**config.mk**
```make
export PLATFORM = sky130hd
export DESIGN_NAME = clk_en_gater
export DESIGN_NICKNAME = d
export VERILOG_FILES = /design/src/rtl/clkgate_pkg.sv /design/src/rtl/ratio_tracker.sv /design/src/rtl/div_counter.sv /design/src/rtl/idle_gate.sv /design/src/rtl/clk_en_gater.sv
export SDC_FILE = /design/constraint.sdc
export NUM_CORES = 1
export LEC_CHECK = 0
export BUFFER_PORTS_ARGS = -buffer_cell sky130_fd_sc_hd__buf_2
export CORE_AREA = 5 5 42 44
export CTS_CLUSTER_DIAMETER = 120
export DETAILED_ROUTE_END_ITERATION = 10
export DIE_AREA = 0 0 47 49
export SYNTH_ARGS = -nofsm -noshare
export SYNTH_HDL_FRONTEND = slang
export SYNTH_HIERARCHICAL = 1
export SYNTH_SLANG_ARGS = --single-unit
```
**constraint.sdc**
```tcl
create_clock -name clk -period 4.05 [get_ports clk]
set_clock_uncertainty 0.1 [all_clocks]
set_input_delay 0 -clock clk [delete_from_list [all_inputs] [get_ports clk]]
set_output_delay 0 -clock clk [all_outputs]
set_load 0.01 [all_outputs]
```
**src/rtl/clkgate_pkg.sv**
```systemverilog
package clkgate_pkg;

  typedef enum logic [1:0] {
    DIV_BY_1 = 2'd0,
    DIV_BY_2 = 2'd1,
    DIV_BY_4 = 2'd2,
    DIV_BY_8 = 2'd3
  } ratio_e;

  // terminal count of the divide sequence for a given ratio code
  function automatic int ratio_last(input int code);
    return (1 << code) - 1;
  endfunction

endpackage

```
**src/rtl/ratio_tracker.sv**
```systemverilog
module ratio_tracker #(
  parameter int SEL_W = 2
) (
  input  logic             clk,
  input  logic             rst_n,
  input  logic [SEL_W-1:0] ratio_sel,
  output logic [SEL_W-1:0] ratio_q,
  output logic             ratio_chg
);

  always_ff @(posedge clk or negedge rst_n) begin
    if (!rst_n) ratio_q <= '0;
    else        ratio_q <= ratio_sel;
  end

  // a code differing from the one latched at the last edge is a change
  assign ratio_chg = (ratio_sel != ratio_q);

endmodule

```
**src/rtl/div_counter.sv**
```systemverilog
module div_counter #(
  parameter int SEL_W = 2,
  parameter int CNT_W = 3
) (
  input  logic             clk,
  input  logic             rst_n,
  input  logic             clear,
  input  logic [SEL_W-1:0] ratio_q,
  output logic [CNT_W-1:0] cnt,
  output logic             at_last
);
  import clkgate_pkg::*;

  logic [CNT_W-1:0] last_v;

  assign last_v  = CNT_W'(ratio_last(int'(ratio_q)));
  assign at_last = (cnt == last_v);

  always_ff @(posedge clk or negedge rst_n) begin
    if (!rst_n)       cnt <= '0;
    else if (clear)   cnt <= '0;
    else if (at_last) cnt <= '0;
    else              cnt <= cnt + CNT_W'(1);
  end

  // without a restart the counter never runs past the terminal count
  a_r3_cnt_in_range: assert property (@(posedge clk) disable iff (!rst_n)
    !clear |-> (cnt <= last_v));

  // a restart request leaves the counter at zero
  a_r4_cnt_parked: assert property (@(posedge clk) disable iff (!rst_n)
    clear |=> (cnt == '0));

endmodule

```
**src/rtl/idle_gate.sv**
```systemverilog
module idle_gate (
  input  logic auto_idle,
  input  logic mod_disable,
  output logic ifc_clk_en
);

  // auto-idle decides first: when clear the interface clock always runs
  always_comb begin
    if (!auto_idle) ifc_clk_en = 1'b1;
    else            ifc_clk_en = !mod_disable;
  end

endmodule

```
**src/rtl/clk_en_gater.sv**
```systemverilog
module clk_en_gater #(
  parameter int SEL_W = 2
) (
  input  logic             clk,
  input  logic             rst_n,
  input  logic [SEL_W-1:0] ratio_sel,
  input  logic             auto_idle,
  input  logic             mod_disable,
  output logic             chan_en,
  output logic             ifc_clk_en
);

  localparam int MAX_SHIFT = (1 << SEL_W) - 1;
  localparam int CNT_W     = (MAX_SHIFT < 1) ? 1 : MAX_SHIFT;

  logic [SEL_W-1:0] ratio_q;
  logic             ratio_chg;
  logic             cnt_clear;
  logic [CNT_W-1:0] cnt;
  logic             at_last;

  ratio_tracker #(.SEL_W(SEL_W)) u_track (
    .clk       (clk),
    .rst_n     (rst_n),
    .ratio_sel (ratio_sel),
    .ratio_q   (ratio_q),
    .ratio_chg (ratio_chg)
  );

  assign cnt_clear = mod_disable | ratio_chg;

  div_counter #(.SEL_W(SEL_W), .CNT_W(CNT_W)) u_div (
    .clk     (clk),
    .rst_n   (rst_n),
    .clear   (cnt_clear),
    .ratio_q (ratio_q),
    .cnt     (cnt),
    .at_last (at_last)
  );

  idle_gate u_idle (
    .auto_idle   (auto_idle),
    .mod_disable (mod_disable),
    .ifc_clk_en  (ifc_clk_en)
  );

  assign chan_en = !mod_disable && !ratio_chg && at_last;

  // divide-by-one runs free while enabled
  a_r2_free_run: assert property (@(posedge clk) disable iff (!rst_n)
    (!mod_disable && ratio_sel == '0 && $past(ratio_sel) == '0) |-> chan_en);

  // with N above one a strobe is followed by a low cycle
  a_r3_single_strobe: assert property (@(posedge clk) disable iff (!rst_n)
    (chan_en && ratio_sel != '0) |=> !chan_en);

  // disabled module produces no strobe
  a_r4_disable_low: assert property (@(posedge clk) disable iff (!rst_n)
    mod_disable |-> !chan_en);

  // the cycle carrying a new ratio code has no strobe
  a_r5_change_quiet: assert property (@(posedge clk) disable iff (!rst_n)
    ($past(rst_n) && ratio_sel != $past(ratio_sel)) |-> !chan_en);

  // auto-idle with the module disabled drops the interface enable
  a_r6_idle_off: assert property (@(posedge clk) disable iff (!rst_n)
    (auto_idle && mod_disable) |-> !ifc_clk_en);

  // without auto-idle the interface enable stays on
  a_r7_idle_on: assert property (@(posedge clk) disable iff (!rst_n)
    !auto_idle |-> ifc_clk_en);

endmodule

```
==> out/summary.txt, run 1 <==
Status: finished, final reports clean
Iter 0 DRT Violations: 2
Critical Path RT: 3950 ps
Clock Latency Late Sink: 240 ps
Htree depth: 1
Worst Setup Slack, final: 2190 ps
Worst flop-to-flop path startpoint: u_track/ratio_q[0]
CTS Sinks: 5
Total track usage: 6.43%
Setup slack, reg-to-reg: 2600 ps
Die W: 47 um
Pin count of the biggest net entering global routing: 6
Initial antenna violation count: 0
I/O Buffers: 7
NumNets Final: 47
DP HPWL: 411 um
Max FO, Critical Path: 4
Yosys warning total: 6
Vias: 239
CTS Root Cell: clkbuf_4
Area delta synth->final: 46.9%
FMAX: 538 MHz
Post-synthesis cell type count: 13
Max-cap violations: 0
Die footprint: 0.00230 mm^2
Power Density: 312 mW/mm^2
Syn Nets: 30
Synth top area share: 44.6%
Tot Pwr: 0.128 mW
Core Area: 0.00140 mm^2
Design Area, Final: 412 um^2
Setup CP Type: flop to primary output
Post-synthesis average cell area: 12.2 um^2
Max-slew violations: 0
Fin crit period: 1860 ps
Endpoint class of the critical path: primary output
Initial Util: 20.0%
Worst Tran Pin Value: 230 ps
Row cnt: 14
CTS tree: done
Most frequent cells in the layout: buf_2, dlygate4sd3_1, dfrtp_1
Synth top area cells: dfrtp_1, xnor2_1, nor3b_1
Worst hold path class: primary input to flop
Final setup viols: 0
Vias in the first global route: 253
Setup Total Neg Slack: 0 ps
DR pass1 iterations: 2
Routability congestion estimate from global placement: 0.628
WHS Path Cells: 3
Crit-path max cell delay: 570 ps
Synthesis-stage register bit count: 5
Critical path launch point type: flop
Worst path slowest cell: or4_4
CP Cell Sequence: or4_4 -> nor2_4 -> or2_1 -> nor3b_1 -> buf_2
Die height: 49 um
Hold endpoint: u_div/cnt[2]
Worst r2r dst: u_div/cnt[1]
Clk pin slew, worst setup/hold paths: 50 ps
First-pass GRT wire length: 1040 um
Worst Min Path Start: mod_disable
Cts bufs inserted: 3
CP arrival: 1760 ps
RSZ-0062 raised after global routing: no
Layout cell share with drive strength beyond 1: 38.5%
Maximum vdd drop: 208 uV
Placed cells: 46
Drt drc: 0
Pleak: 0.175 nW
Synth area leader: dfrtp_1
DR vias/cell: 4.35
Boundary Pins: 8
Mapped Cells: 23
Most common cell after layout, fill and taps aside: buf_2
Setup Buffers After CTS: 0
Dpl cell area: 335 um^2
Mapped Area: 280 um^2
Total grt overflow: 0
Pre-CTS WS: 2450 ps
Slew Limit Headroom: 84.6%
Average wire per standard cell: 10.6 um
Non-filler cells, final: 55
Final hold vios: 0
FILL cells: 159
# diodes: 0
Post-route ant nets: 0
R2R depth: 4
Final period util: 45.9%
Routed WL: 582 um
Post-synthesis sequential area ratio: 44.6%
Clk buf depth: 2
[power by group]
part / leakage [nW] / switching (mW) / total [mW] / internal, mW
Combinational: 0.0955 / 0.00714 / 0.0177 / 0.0106
Clock: 0.0150 / 0.0192 / 0.0563 / 0.0372
Sequential: 0.0648 / 0.00256 / 0.0544 / 0.0519
Total: 0.175 / 0.0289 / 0.128 / 0.0996
[metrics by stage]
| step | hold slack, ps | utilization (%) |
|---|---|---|
| detailed placement | -282 | 23.9 |
| finish | 22.5 | 29.4 |
| global placement | -285 | 23.9 |
| global route | 33.8 | 29.4 |
| CTS | 26.4 | 29.4 |
| floorplan | -396 | - |
[flip-flops by register name (all words and copies together), names as in the netlist]
name	count
u_track/ratio_q	2
u_div/cnt	3
[cell families after synthesis]
group,after synthesis,share of synthesized area (%)
AND/OR/NAND/NOR,12,34.8
XOR/XNOR,4,12.5
flip-flops,5,44.6
AO/OA/AOI/OAI,1,3.57
adder cells (fa/ha/maj),1,4.46
[layout make-up]
type	instances	area, um^2	area share [%]
Multi-Input combinational cell	18	155	37.7
Tap cell	16	20.0	4.86
Timing Repair Buffer	12	85.1	20.7
Sequential cell	5	125	30.4
Clock buffer	4	26.3	6.38
[worst max-delay path by stage]
stage                       startpoint       to  slack (ps)
global route        u_track/ratio_q[1]  chan_en        2100
CTS                 u_track/ratio_q[1]  chan_en        2180
detailed placement  u_track/ratio_q[1]  chan_en        2450
global placement    u_track/ratio_q[1]  chan_en        2420
finish              u_track/ratio_q[1]  chan_en        2190
floorplan           u_track/ratio_q[1]  chan_en        2480
[cell usage after synthesis]
master / count
nor2_4: 1
nor4_2: 1
xnor2_1: 4
nor3b_1: 2
nor3_1: 1
and3_2: 1
or4_4: 1
nor4b_2: 1
or2_1: 2
nand2_1: 2
ha_1: 1
dfrtp_1: 5
a32o_1: 1
[repair_timing]
item / 4_1_cts / 5_1_grt
gates resized for setup: 0 / 0
hold buffers: 5 / 0
endpoints found under the hold margin: 7 / 0
[layer usage]
metal / vias to the layer above / track usage (%) / routed length [um]
met3: 0 / 5.17 / 55
met2: 10 / 9.73 / 302
met4: 0 / 2.76 / 0
met1: 112 / 6.22 / 224
li1: 117 / - / -
met5: - / 0 / 0
[critical path: cells and delay by family, from the launching register on]
family                 cells  cell delay [ps]
buffers and inverters      1              160
and+or+nand+nor            4              960
DFF                        1              410
No activity file was read; power rests on OpenSTA's default activity.
==> run 2, diff against run 1 <==
clock period = 1.6 ns   (was 4.05 ns; I/O delays follow)
==> out/summary.txt, run 2 (same netlist as run 1, synthesis figures left out) <==
Area delta synth->final: 60.3%
CTS tree: done
Setup Total Neg Slack: -165 ps (-165 ps)
DR pass1 iterations: 2 (unchanged)
CTS Sinks: 5 (unchanged)
Initial Util: 20.0% (unchanged)
Core Area: 0.00140 mm^2 (unchanged)
Power Density: 750 mW/mm^2 (+140%)
Routability congestion estimate from global placement: 0.622 (-1.0%)
Htree depth: 1 (unchanged)
Die footprint: 0.00230 mm^2 (unchanged)
NumNets Final: 51 (+8.5%)
Worst hold path class: primary input to flop
Endpoint class of the critical path: primary output
Pin count of the biggest net entering global routing: 6 (unchanged)
Gate power share: 17.1% (+3.3 points)
Maximum vdd drop: 392 uV (+89%)
WP depth: 5 (unchanged)
CP Cell Sequence: or4_4 -> nor2_4 -> or2_1 -> nor3b_2 -> buf_2
Vias in the first global route: 297 (+17%)
Row cnt: 14 (unchanged)
Final hold vios: 0 (unchanged)
Clk buf depth: 2 (unchanged)
Most common cell after layout, fill and taps aside: buf_2
Average wire per standard cell: 10.7 um (+0.91%)
FMAX: 567 MHz
Die W: 47 um (unchanged)
Initial antenna violation count: 0 (unchanged)
Final setup viols: 1 (+1)
Routed WL: 630 um (+8.2%)
DR vias/cell: 4.39 (+1.0%)
Final period util: 110%
Crit-path max cell delay: 560 ps (about the same)
Buf/Inv on CP: 1 (unchanged)
Boundary Pins: 8 (unchanged)
R2R depth: 5 (+1)
Max reg flops: 3 (unchanged)
WHS Path Cells: 3 (unchanged)
Non-filler cells, final: 59 (+7.3%)
Worst Setup Slack, final: -165 ps (-2360 ps)
Placed cells: 50 (+8.7%)
Setup CP Type: flop to primary output
Worst Tran Pin Value: 222 ps (-8.59 ps)
Pleak: 0.205 nW (+17%)
CP arrival: 1670 ps (-90 ps)
Post-route ant nets: 0 (unchanged)
RSZ-0062 raised after global routing: yes
Max-cap violations: 0 (unchanged)
Vias: 259 (+8.4%)
CTS Root Cell: clkbuf_4
Most frequent cells in the layout: buf_2, dfrtp_1, dlygate4sd3_1, buf_4, xnor2_1
Layout cell share with drive strength beyond 1: 51.2% (+13 points)
Clock power frac: 42.8% (-1.0 points)
Psw: 0.0774 mW (+170%)
Die height: 49 um (unchanged)
FILL cells: 160 (+0.63%)
I/O Buffers: 7 (unchanged)
Worst path slowest cell: or4_4
Iter 0 DRT Violations: 1 (-1)
CP top delay family: simple AND/OR/NAND/NOR gates
Total track usage: 7.44% (+1.0 points)
# diodes: 0 (unchanged)
Most flop-heavy register: u_div/cnt
Failing checks: negative setup slack
Clock Latency Late Sink: 240 ps (about the same)
Critical path launch point type: flop
Top flop regs: u_div/cnt x3, u_track/ratio_q x2
Tot Pwr: 0.337 mW (+160%)
Drt drc: 0 (unchanged)
Max FO, Critical Path: 2 (-2)
Internal: 0.259 mW (+160%)
Total grt overflow: 0 (unchanged)
DP HPWL: 460 um (+12%)
Slew Limit Headroom: 85.2% (+0.56 points)
Fin crit period: 1770 ps
Sw Share: 23.0% (+0.53 points)
Sequential Power Share: 40.0% (-2.4 points)
Cts bufs inserted: 3 (unchanged)
Clk pin slew, worst setup/hold paths: 40 ps (about the same)
Max-slew violations: 0 (unchanged)
Critical Path RT: 1500 ps (-2450 ps)
First-pass GRT wire length: 1150 um (+11%)
Status: finished with violations
## run 2: changes by cell type in the layout (fill, tap and decap cells not counted), sizes merged
cell / before / now
buf: 7 / 12
dlygate4sd3: 5 / 4
## run 2: worst paths after layout
check	startpoint	to	slack, ps
max	u_track/ratio_q[0]	chan_en	-170
min	mod_disable	u_div/cnt[2]	60
max reg2reg	u_track/ratio_q[0]	u_div/cnt[1]	60
min reg2reg	u_div/cnt[0]	u_div/cnt[0]	510
max in group asynchronous	rst_n	u_div/cnt[1]	630
min in group asynchronous	rst_n	u_track/ratio_q[0]	580
## run 2: worst min-delay path, stage by stage
cell	delay (ps)
buf_2	100
or2_1	180
nor4_2	70
## run 2: stage by stage
| step | hold WS (ps) | worst slack, ps | area (um^2) | utilization [%] |
|---|---|---|---|---|
| after floorplan | -396 | 34.6 | 280 | - |
| after global placement | -276 | 91.9 | 365 | 26.1 |
| after detailed placement | -282 | 69.5 | 365 | 26.1 |
| after CTS | 48.0 | -155 | 449 | 32.1 |
| after global routing | 69.4 | -226 | 449 | 32.1 |
| final | 57.4 | -165 | 449 | 32.1 |
## run 2: routing by layer
layer,vias up,share of wire (%),track usage (%)
met4,0,5.9,8.29
met2,10,49,11.1
met3,4,7.8,2.95
met5,-,0,0
met1,120,37,6.71
li1,125,-,-
## run 2: power groups by stage
stage	Combinational [mW]	Clock [mW]	Sequential (mW)
6_report	0.0577	0.144	0.135
5_1_grt	0.0637	0.165	0.135
4_1_cts	0.0576	0.152	0.135
3_5_place_dp	0.0475	0	0.136
3_3_place_gp	0.0469	0	0.136
2_1_floorplan	0.0222	0	0.138
## run 2: repair_timing
item | 4_1_cts | 5_1_grt
endpoints found under the hold margin | 7 | 0
gates resized for setup | 3 | 0
hold buffers | 4 | 0
endpoints found under the setup margin | 1 | 3
setup buffers | 1 | 0
pin swaps | 2 | 1
## run 2: layout make-up
class / count / area [um^2] / area share [%]
timing repair buffer: 16 / 116 / 25.9
sequential: 5 / 125 / 27.9
tap: 16 / 20.0 / 4.46
multi-input combinational: 18 / 161 / 35.9
clock buffer: 4 / 26.3 / 5.85
==> run 3, diff against run 2 <==
GPL_TIMING_DRIVEN = 0   (was unset)
==> out/summary.txt, run 3 (same netlist as run 1, synthesis figures left out) <==
Iter 0 DRT Violations: 5 (+4)
Minimum hold slack: 30.7 ps (-26.7 ps)
Endpoint class of the critical path: primary output
Fin crit period: 1760 ps (-7.95 ps)
CP arrival: 1660 ps (about the same)
DR pass1 iterations: 4 (+2)
Setup Total Neg Slack: -157 ps (+7.95 ps)
NumNets Final: 50 (-2.0%)
Design Area, Final: 438 um^2 (-2.5%)
Dpl cell area: 335 um^2 (-8.2%)
Total track usage: 6.70% (-0.73 points)
Boundary Pins: 8 (unchanged)
Routed WL: 647 um (+2.7%)
Die footprint: 0.00230 mm^2 (unchanged)
Most flop-heavy register: u_div/cnt
Routability congestion estimate from global placement: 0.637 (+2.4%)
Worst r2r dst: u_div/cnt[1]
Final period util: 110% (-0.50 points)
Post-layout util: 31.3% (-0.80 points)
Status: finished with violations
R2R depth: 5 (unchanged)
Vias: 255 (-1.5%)
Pleak: 0.199 nW (-3.2%)
Tot Pwr: 0.336 mW (about the same)
Clk pin slew, worst setup/hold paths: 50 ps (about the same)
Most frequent cells in the layout: buf_2, dfrtp_1, dlygate4sd3_1, buf_4, xnor2_1
Maximum vdd drop: 405 uV (+3.5%)
Clk buf depth: 2 (unchanged)
DR vias/cell: 4.40 (+0.15%)
Cts bufs inserted: 3 (unchanged)
Initial antenna violation count: 0 (unchanged)
CTS Sinks: 5 (unchanged)
Total grt overflow: 0 (unchanged)
Final hold vios: 0 (unchanged)
Drt drc: 0 (unchanged)
Average wire per standard cell: 11.2 um (+4.5%)
Failing checks: negative setup slack
Max-slew violations: 0 (unchanged)
WHS Path Cells: 3 (unchanged)
FMAX: 569 MHz (+0.45%)
Non-filler cells, final: 58 (-1.7%)
Worst Tran Pin Value: 229 ps (+7.48 ps)
Power Density: 768 mW/mm^2 (+2.5%)
Worst flop-to-flop path startpoint: u_track/ratio_q[0]
Placed cells: 46 (-8.0%)
Critical Path RT: 1500 ps (about the same)
Max reg flops: 3 (unchanged)
FILL cells: 148 (-7.5%)
Critical path launch point type: flop
Initial Util: 20.0% (unchanged)
CTS Root Cell: clkbuf_4
Setup slack, reg-to-reg: 50 ps (about the same)
Clock Latency Late Sink: 240 ps (about the same)
Hold endpoint: u_div/cnt[2]
CTS tree: done
Row cnt: 14 (unchanged)
First-pass GRT wire length: 1060 um (-7.8%)
Core Area: 0.00140 mm^2 (unchanged)
Worst Setup Slack, final: -157 ps (+7.95 ps)
# diodes: 0 (unchanged)
Setup CP Type: flop to primary output
I/O Buffers: 7 (unchanged)
Layout cell share with drive strength beyond 1: 50.0% (-1.2 points)
Area delta synth->final: 56.2%
Max-cap violations: 0 (unchanged)
Die W: 47 um (unchanged)
Final setup viols: 1 (unchanged)
Post-route ant nets: 0 (unchanged)
Die height: 49 um (unchanged)
RSZ-0062 raised after global routing: yes
Slew Limit Headroom: 84.7% (-0.49 points)
Worst hold path class: primary input to flop
Htree depth: 1 (unchanged)
Pin count of the biggest net entering global routing: 6 (unchanged)
Vias in the first global route: 263 (-11%)
Top flop regs: u_div/cnt x3, u_track/ratio_q x2
Pre-CTS WS: -4.09 ps (-73.6 ps)
Most common cell after layout, fill and taps aside: buf_2
Worst Min Path Start: mod_disable
Max FO, Critical Path: 3 (+1)
-- run 3: changes by cell type in the layout (fill, tap and decap cells not counted), sizes merged --
cell,change
buf,-1
-- run 3: how the worst max path moves through the flow --
stage,startpoint,to,slack [ps],depth (start not counted)
global route,u_track/ratio_q[1],chan_en,-200,6
finish,u_track/ratio_q[1],chan_en,-160,6
global placement,u_track/ratio_q[1],chan_en,-20,5
floorplan,u_track/ratio_q[1],chan_en,30,4
CTS,u_track/ratio_q[0],chan_en,-160,5
detailed placement,u_track/ratio_q[1],chan_en,-4,5
-- run 3: final cells by class --
cell class	count	area (um^2)	share of cell area (%)
clock buffer	4	26.3	6.00
multi-input combinational	18	161	36.9
sequential	5	125	28.6
tap	16	20.0	4.57
timing repair buffer	15	105	24.0
-- run 3: timing repair --
action | in CTS | in global routing
resized for setup | 2 | 0
hold endpoints to repair | 7 | 0
hold buffers | 4 | 0
setup endpoints to repair | 1 | 3
pin swaps | 3 | 2
buffers inserted | 4 | 0
-- run 3: layer usage --
metal / vias to the layer above / share of wire (%) / GRT usage [%]
li1: 122 / - / -
met1: 123 / 41 / 6.42
met2: 10 / 50 / 10.4
met3: 0 / 8.5 / 6.27
met4: 0 / 0 / 1.38
met5: - / 0 / 0
-- run 3: power by group --
group	internal, mW	switching (mW)
Clock	0.0944	0.0528
Sequential	0.131	0.00463
Combinational	0.0314	0.0220
Total	0.257	0.0795
-- run 3: worst max-delay path: stages, from the launching register on --
cell     delay [ps]
dfrtp_1         380
buf_4           150
and3_2          170
a32o_2          230
or2_1           220
nor3b_2         140
buf_2           130
